### src/rtl/mrs_sched.sv
module mrs_sched #(
  parameter int TMRD = 8,
  parameter int TMOD = 24,
  parameter int TEXC = 16
)(
  input  logic        clk,
  input  logic        rst_n,
  input  logic        req_valid,
  output logic        req_ready,
  input  logic [2:0]  req_mr,
  input  logic [14:0] req_data,
  input  logic [14:0] req_mask,
  input  logic        req_skip_mrd,
  input  logic        req_skip_mod,
  output logic        err,
  output logic        cs_n,
  output logic        ras_n,
  output logic        cas_n,
  output logic        we_n,
  output logic [1:0]  bg,
  output logic [1:0]  ba,
  output logic        a17,
  output logic [13:0] a_lo,
  output logic        nonmrs_ok,
  output logic        init_done,
  output logic [5:0]  cas_lat,
  output logic [1:0]  burst_len,
  output logic        burst_ilv
);
  localparam int NMR = 7;
  localparam int CW = $clog2(TMRD + TMOD + TEXC + 1);
  localparam logic [CW-1:0] MRD_L = CW'(TMRD - 1);
  localparam logic [CW-1:0] MOD_L = CW'(TMOD - 1);
  localparam logic [CW-1:0] EXC_L = CW'(TEXC - 1);

  logic [14:0]   shadow [NMR];
  logic [NMR-1:0] written;
  logic [CW-1:0] mrd_cnt, mod_cnt, mod_dec, mod_new;
  logic [14:0]   cur, merged;
  logic [4:0]    cl_code;
  logic          bad, take;

  assign req_ready = (mrd_cnt == '0);
  assign nonmrs_ok = (mod_cnt == '0);
  assign take      = req_valid && req_ready;
  assign cur       = (req_mr == 3'd7) ? '0 : shadow[req_mr];
  assign merged    = (cur & ~req_mask) | (req_data & req_mask);
  assign bad       = (req_mr == 3'd7) || (req_mr == 3'd0 && merged[1:0] == 2'b11);
  assign mod_dec   = (mod_cnt == '0) ? '0 : mod_cnt - 1'b1;
  assign mod_new   = req_skip_mod ? EXC_L : MOD_L;
  assign init_done = &written;

  assign burst_len = shadow[0][1:0];
  assign burst_ilv = shadow[0][3];
  assign cl_code   = {shadow[0][12], shadow[0][6:4], shadow[0][2]};

  always_comb begin
    if (cl_code[4] || !cl_code[3]) cas_lat = 6'(cl_code) + 6'd9;
    else begin
      case (cl_code[2:0])
        3'd0: cas_lat = 6'd18;
        3'd1: cas_lat = 6'd20;
        3'd2: cas_lat = 6'd22;
        3'd3: cas_lat = 6'd24;
        3'd4: cas_lat = 6'd23;
        3'd5: cas_lat = 6'd17;
        3'd6: cas_lat = 6'd19;
        default: cas_lat = 6'd21;
      endcase
    end
  end

  always_ff @(posedge clk) begin
    if (!rst_n) begin
      cs_n    <= 1'b1;
      ras_n   <= 1'b1;
      cas_n   <= 1'b1;
      we_n    <= 1'b1;
      bg      <= '0;
      ba      <= '0;
      a17     <= 1'b0;
      a_lo    <= '0;
      err     <= 1'b0;
      mrd_cnt <= '0;
      mod_cnt <= '0;
      written <= '0;
      for (int i = 0; i < NMR; i++) shadow[i] <= '0;
    end else begin
      cs_n  <= 1'b1;
      ras_n <= 1'b1;
      cas_n <= 1'b1;
      we_n  <= 1'b1;
      err   <= 1'b0;
      if (mrd_cnt != '0) mrd_cnt <= mrd_cnt - 1'b1;
      mod_cnt <= mod_dec;
      if (take) begin
        if (bad) err <= 1'b1;
        else begin
          cs_n    <= 1'b0;
          ras_n   <= 1'b0;
          cas_n   <= 1'b0;
          we_n    <= 1'b0;
          bg      <= {1'b0, req_mr[2]};
          ba      <= req_mr[1:0];
          a17     <= merged[14];
          a_lo    <= merged[13:0];
          shadow[req_mr]  <= merged;
          written[req_mr] <= 1'b1;
          mrd_cnt <= req_skip_mrd ? EXC_L : MRD_L;
          mod_cnt <= (mod_new > mod_dec) ? mod_new : mod_dec;
        end
      end
    end
  end
endmodule


### config.mk
export PLATFORM = sky130hd
export DESIGN_NAME = mrs_sched
export DESIGN_NICKNAME = d
export VERILOG_FILES = /design/src/rtl/mrs_sched.sv
export SDC_FILE = /design/constraint.sdc
export NUM_CORES = 1
export LEC_CHECK = 0
export BUFFER_PORTS_ARGS = -buffer_cell sky130_fd_sc_hd__buf_4
export CAP_MARGIN = 10
export CELL_PAD_IN_SITES_DETAIL_PLACEMENT = 0
export CELL_PAD_IN_SITES_GLOBAL_PLACEMENT = 2
export CORE_MARGIN = 2
export CORE_UTILIZATION = 41
export CTS_BUF_LIST = sky130_fd_sc_hd__clkbuf_16
export DETAILED_ROUTE_END_ITERATION = 6
export GPL_TIMING_DRIVEN = 0
export PLACE_DENSITY = 0.91
export SETUP_SLACK_MARGIN = 0.15
export SLEW_MARGIN = 20
export SYNTH_ARGS = -nofsm -noshare
export SYNTH_HDL_FRONTEND = slang
export SYNTH_SLANG_ARGS = --single-unit
### constraint.sdc
create_clock -name clk -period 5.15 [get_ports clk]
set_input_delay 0.2575 -clock clk [delete_from_list [all_inputs] [get_ports clk]]
set_output_delay 0.2575 -clock clk [all_outputs]
set_load 0.05 [all_outputs]
Word-level counts from Yosys, hierarchy flattened
Memories as Yosys holds them, arrays and structs flattened.
Cells that the tools add are included.
Widths: inputs -> output; s select.
{ "word_totals": {"ff_bits": 39, "ram_bits": 105, "inputBits": 38, "output_inout_bits": 36, "mem_count": 1} }
{ "classes": {"n_addsub": 3, "magnitude_cmp": 3, "n_eq_ne": 8, "mux": 23, "bitwise": 6, "reduce_logical": 15} }
{ "mem_list": {"columns": ["memory", "words", "word_bits", "read_ports", "rd_clocked_by_memory_dff", "wr", "line_no", "text"], "rows": [
  ["shadow", 7, 15, 2, 0, 7, "36", "logic [14:0] shadow [NMR];"]
]} }
{ "ops": {"columns": ["cell", "count"], "rows": [
  ["$mux 6", 8],
  ["$and 15x15->15", 2],
  ["$mux 15", 2],
  ["$pmux 4 s7", 1],
  ["$not 15->15", 1],
  ["$or 15x15->15", 1],
  ["$reduce_or 15->1", 1],
  ["$eq 3x3->1 const B", 4],
  ["$logic_not 6->1", 2],
  ["$sub 6x1->6 const B", 2],
  ["$mux 1", 8],
  ["$or 7x7->7", 1],
  ["$reduce_and 7->1", 1],
  ["$add 5x4->6 const B", 1],
  ["$eq 3x2->1 const B", 2],
  ["$gt 5x6->1", 1],
  ["$logic_not 3->1", 2],
  ["$reduce_bool 6->1", 1],
  ["$mux 5", 1],
  ["$lt 3x4->1 const B", 1],
  ["$mux 4", 1],
  ["$reduce_and 2->1", 2],
  ["$demux 1 s3", 1],
  ["$eq 3x1->1 const B", 1],
  ["other kinds (7)", 10]
]} }

Depth between registers and ports, before layout
{ "depth": {"word_depth": 13, "ltp_mapped": 10} }

Worst setup path after synthesis
No wires, ideal clock.
{ "synth_path": {"path_kind": "register to register", "start": "reg mrd_cnt[0]", "end": "mem shadow[5][0], enable pin", "setup_ps": 408, "arrival_ps": 3192, "required_ps": 4742, "slack_ps": 1550, "path_stages_with_launch": 8, "path_cell_list": "dfxtp_1 -> inv_1 -> ha_1 -> or4b_4 -> nor2_4 -> nand2_1 -> or3_1 -> o21ai_0"} }
{ "synth_lines": {"columns": ["element", "line_no", "text"], "rows": [
  ["start, declared", "38", "logic [CW-1:0] mrd_cnt, mod_cnt, mod_dec, mod_new;"],
  ["start signal, assigned", "94", "if (mrd_cnt != '0) mrd_cnt <= mrd_cnt - 1'b1;"],
  ["start signal, assigned", "109", "mrd_cnt <= req_skip_mrd ? EXC_L : MRD_L;"],
  ["end, declared", "36", null]
]} }

==> flow_summary.json <==
{
  "status": "finished with violations",
  "violations": "design-rule violations",
  "slew_violations": 0,
  "syn-cell-area_um2": 6770,
  "crit_slowest_cell": "nor3_1",
  "synth_xor_area_share_pct": 0.906,
  "syn_area_per_cell_um2": 10.8,
  "p_comb_share_pct": 25.7,
  "grt_max_degree": 17,
  "track_usage_pct": 23.3,
  "design_area_um2": 8230,
  "cpLargestDelayFamily": "simple AND/OR/NAND/NOR gates",
  "die-area_um2": 17600,
  "fin_nets": 768,
  "antenna_cells": 0,
  "first_pass_iters": 7,
  "r2r-end": "shadow[3][12]",
  "coreArea_um2": 16000,
  "clock_path_buffers": 2,
  "setup_ws_ns": 1.85,
  "synth_edf_count": 91,
  "drt_iter0_markers": 407,
  "endpoint_kind": "flop",
  "die_h_um": 133,
  "ctsHtreeMaxLevel": 4,
  "fin_tns_setup_ns": 0,
  "hp-start": "req_skip_mrd",
  "cp_cell_sequence": "inv_1, ha_1, or4b_4, nor2_4, nand2_1, nor3_1, nand3_1, buf_2, nor2_1",
  "synth_cells": 625,
  "core.rowCount": 46,
  "dr_total_vias": 5287,
  "cts_root_buf": "clkbuf_16",
  "p_leak_nw": 3.24,
  "final-setup-viol-count": 0,
  "path_max_fanout": 10,
  "setup.worst_path.start": "mrd_cnt[0]",
  "min_period_ns": 3.30,
  "rsz0062_at_grt": "no",
  "r2r_slack_ns": 1.85,
  "required_ns": 5.43,
  "start_util_pct": 42.3,
  "fmax_mhz": 303,
  "cts_made_buffers": 17,
  "cts_sinks": 145,
  "grt_pass1_vias": 5242,
  "reg2regPathDepth": 9,
  "avgViaCountPerCell": 5.58,
  "ys_seq_elements": 145,
  "ant_nets": 0,
  "p_sw_mw": 1.12,
  "seqPwrFrac_pct": 40.2,
  "routed_wl_mm": 19.8,
  "synth_compound_area_share_pct": 14.0,
  "hold_buffers": 0,
  "power_density_nw_per_um2": 433,
  "place_ws_ns": 1.75,
  "clkTransAtPathRegs_ns": 0.06,
  "synthAdderAreaFrac_pct": 2.03,
  "die_w_um": 133,
  "crit_arrival_ns": 3.58,
  "finClkSkew_ns": 0.00995,
  "place_hpwl_mm": 13.9,
  "min_to": "mrd_cnt[3]",
  "drc_errors": 1,
  "antenna_found_initial": 0,
  "tightest_slew_ns": 0.915,
  "port-buffer-count": 69,
  "slowest_delay_ns": 0.63,
  "drive_gt1_share_pct": 22.1,
  "synth.area.top_cells": "edfxtp_1 (40%), dfxtp_1 (16%), nor2_1 (7.2%)",
  "clock_latency_ns": 0.43,
  "seq_area_frac_synth_pct": 56.3,
  "max-vdd-ir-drop_mv": 0.326,
  "cp-start-kind": "flop",
  "cts_tree": "done",
  "worst_hold_slack_ns": 0.0389,
  "hold_class": "input pin to flop",
  "period_share_pct": 64.1,
  "r2r-start": "mrd_cnt[0]",
  "io_pins": 74,
  "synthToLayoutAreaGrowth_pct": 21.6,
  "synth_top_area_share_pct": 40.4,
  "worst-path-buf-inv": 2,
  "post_cts_buffers": 0,
  "finalHoldViolations": 0,
  "synthMuxAreaShare_pct": 5.97,
  "async_flop_share_pct": 0,
  "cts-resized-gates": 0,
  "synth_largest_area_cell": "edfxtp_1",
  "clkPwrFrac_pct": 34.0,
  "placed_area_um2": 7640,
  "synth_top_family_by_area": "simple AND/OR/NAND/NOR gates",
  "place.gp.congestion": 0.860,
  "yosysWarnings": 0,
  "crit_type": "flop to flop",
  "power.internal_mw": 2.44,
  "wl_per_cell_um": 20.9,
  "grt_first_pass_wirelength_mm": 30.5,
  "switching_share_pct": 31.5,
  "relSlewSlack_pct": 39.0,
  "hold_path_depth": 2,
  "maxCapViolations": 0,
  "synth_ff_type": "edfxtp_1",
  "ys_types": 63,
  "synthSimpleGateAreaFrac_pct": 16.3,
  "overflow": 0
}
==> final cells by class <==
cell class,count,area [um^2]
Clock inverter,13,105
Tap cell,216,270
Fill cell,1506,7770
Clock buffer,19,475
Buffer,40,211
Timing Repair Buffer,74,582
Inverter,24,90.1
Multi-Input combinational cell,417,2680
Sequential cell,145,3810
==> power groups by stage <==
stage / sequential (mW) / clock, mW / combinational (mW)
floorplan: 1.52 / 0 / 0.574
global placement: 1.45 / 0 / 0.885
detailed placement: 1.46 / 0 / 0.914
CTS: 1.43 / 1.22 / 0.919
global route: 1.45 / 1.28 / 0.996
finish: 1.43 / 1.21 / 0.918
==> metal layers <==
layer	GRT usage, %	wire, um	up-vias
li1	-	-	2435
met4	8.90	482	0
met1	30.6	8230	2572
met3	4.79	1580	31
met5	0	0	-
met2	38.1	9540	249
==> logic make-up after synthesis <==
family	after synthesis
buffers and inverters	64
adders and majority gates	11
muxes	33
DFF	145
other	1
AOI/OAI and AO/OA	123
and+or+nand+nor	241
xor gates and xnor gates	7
==> worst reg2reg max path: cells and delay by family, from the launching register on <==
| family | cells | cell delay [ns] |
|---|---|---|
| adders and majority gates | 1 | 0.19 |
| buffers and inverters | 2 | 0.47 |
| DFF | 1 | 0.32 |
| and+or+nand+nor | 6 | 2.17 |
==> metrics by stage <==
step	total power, mW	cells	util (%)
finish	3.57	948	51.4
floorplan	2.10	626	-
detailed placement	2.37	916	47.8
global route	3.72	948	51.4
global placement	2.34	911	47.3
CTS	3.58	948	51.4
==> synth_stat cells (11+ instances only) <==
cell type    n
mux2i_1     16
o21ai_0     20
nor3_1      15
nand2_1     46
buf_2       13
dfxtp_1     54
a21oi_1     12
ha_1        11
inv_1       23
clkbuf_1    15
o2bb2ai_1   15
nor2_1     130
edfxtp_1    91
==> placed cells by master (no fill, tap or decap), types with 8 or more instances in the layout <==
cell	count
inv_1	30
o2bb2ai_1	15
a22o_1	8
buf_4	79
ha_1	11
a211oi_1	8
clkbuf_16	19
buf_2	13
a21oi_1	12
mux2i_1	16
dfxtp_1	54
o21a_1	10
nor2_1	130
o22ai_1	8
mux2_2	10
nor3_1	15
clkbuf_1	15
nand3_1	9
o21ai_0	15
edfxtp_1	91
nand2_1	46
==> state kept, by name, indices dropped and copies added, names as in the netlist <==
name     count
shadow     106
err          1
a_lo        14
bg           1
mod_cnt      6
a17          1
ba           2
we_n         1
mrd_cnt      6
written      7
==> worst max path at each step <==
stage	endpoint	slack (ns)	cells past startpoint
detailed placement	shadow[1][5]	1.75	9
global placement	shadow[1][3]	0.03	8
global route	shadow[3][6]	1.65	9
CTS	shadow[3][7]	1.89	9
floorplan	shadow[5][0]	1.55	7
finish	shadow[3][12]	1.85	9
Power figures use the tool's default switching activity.
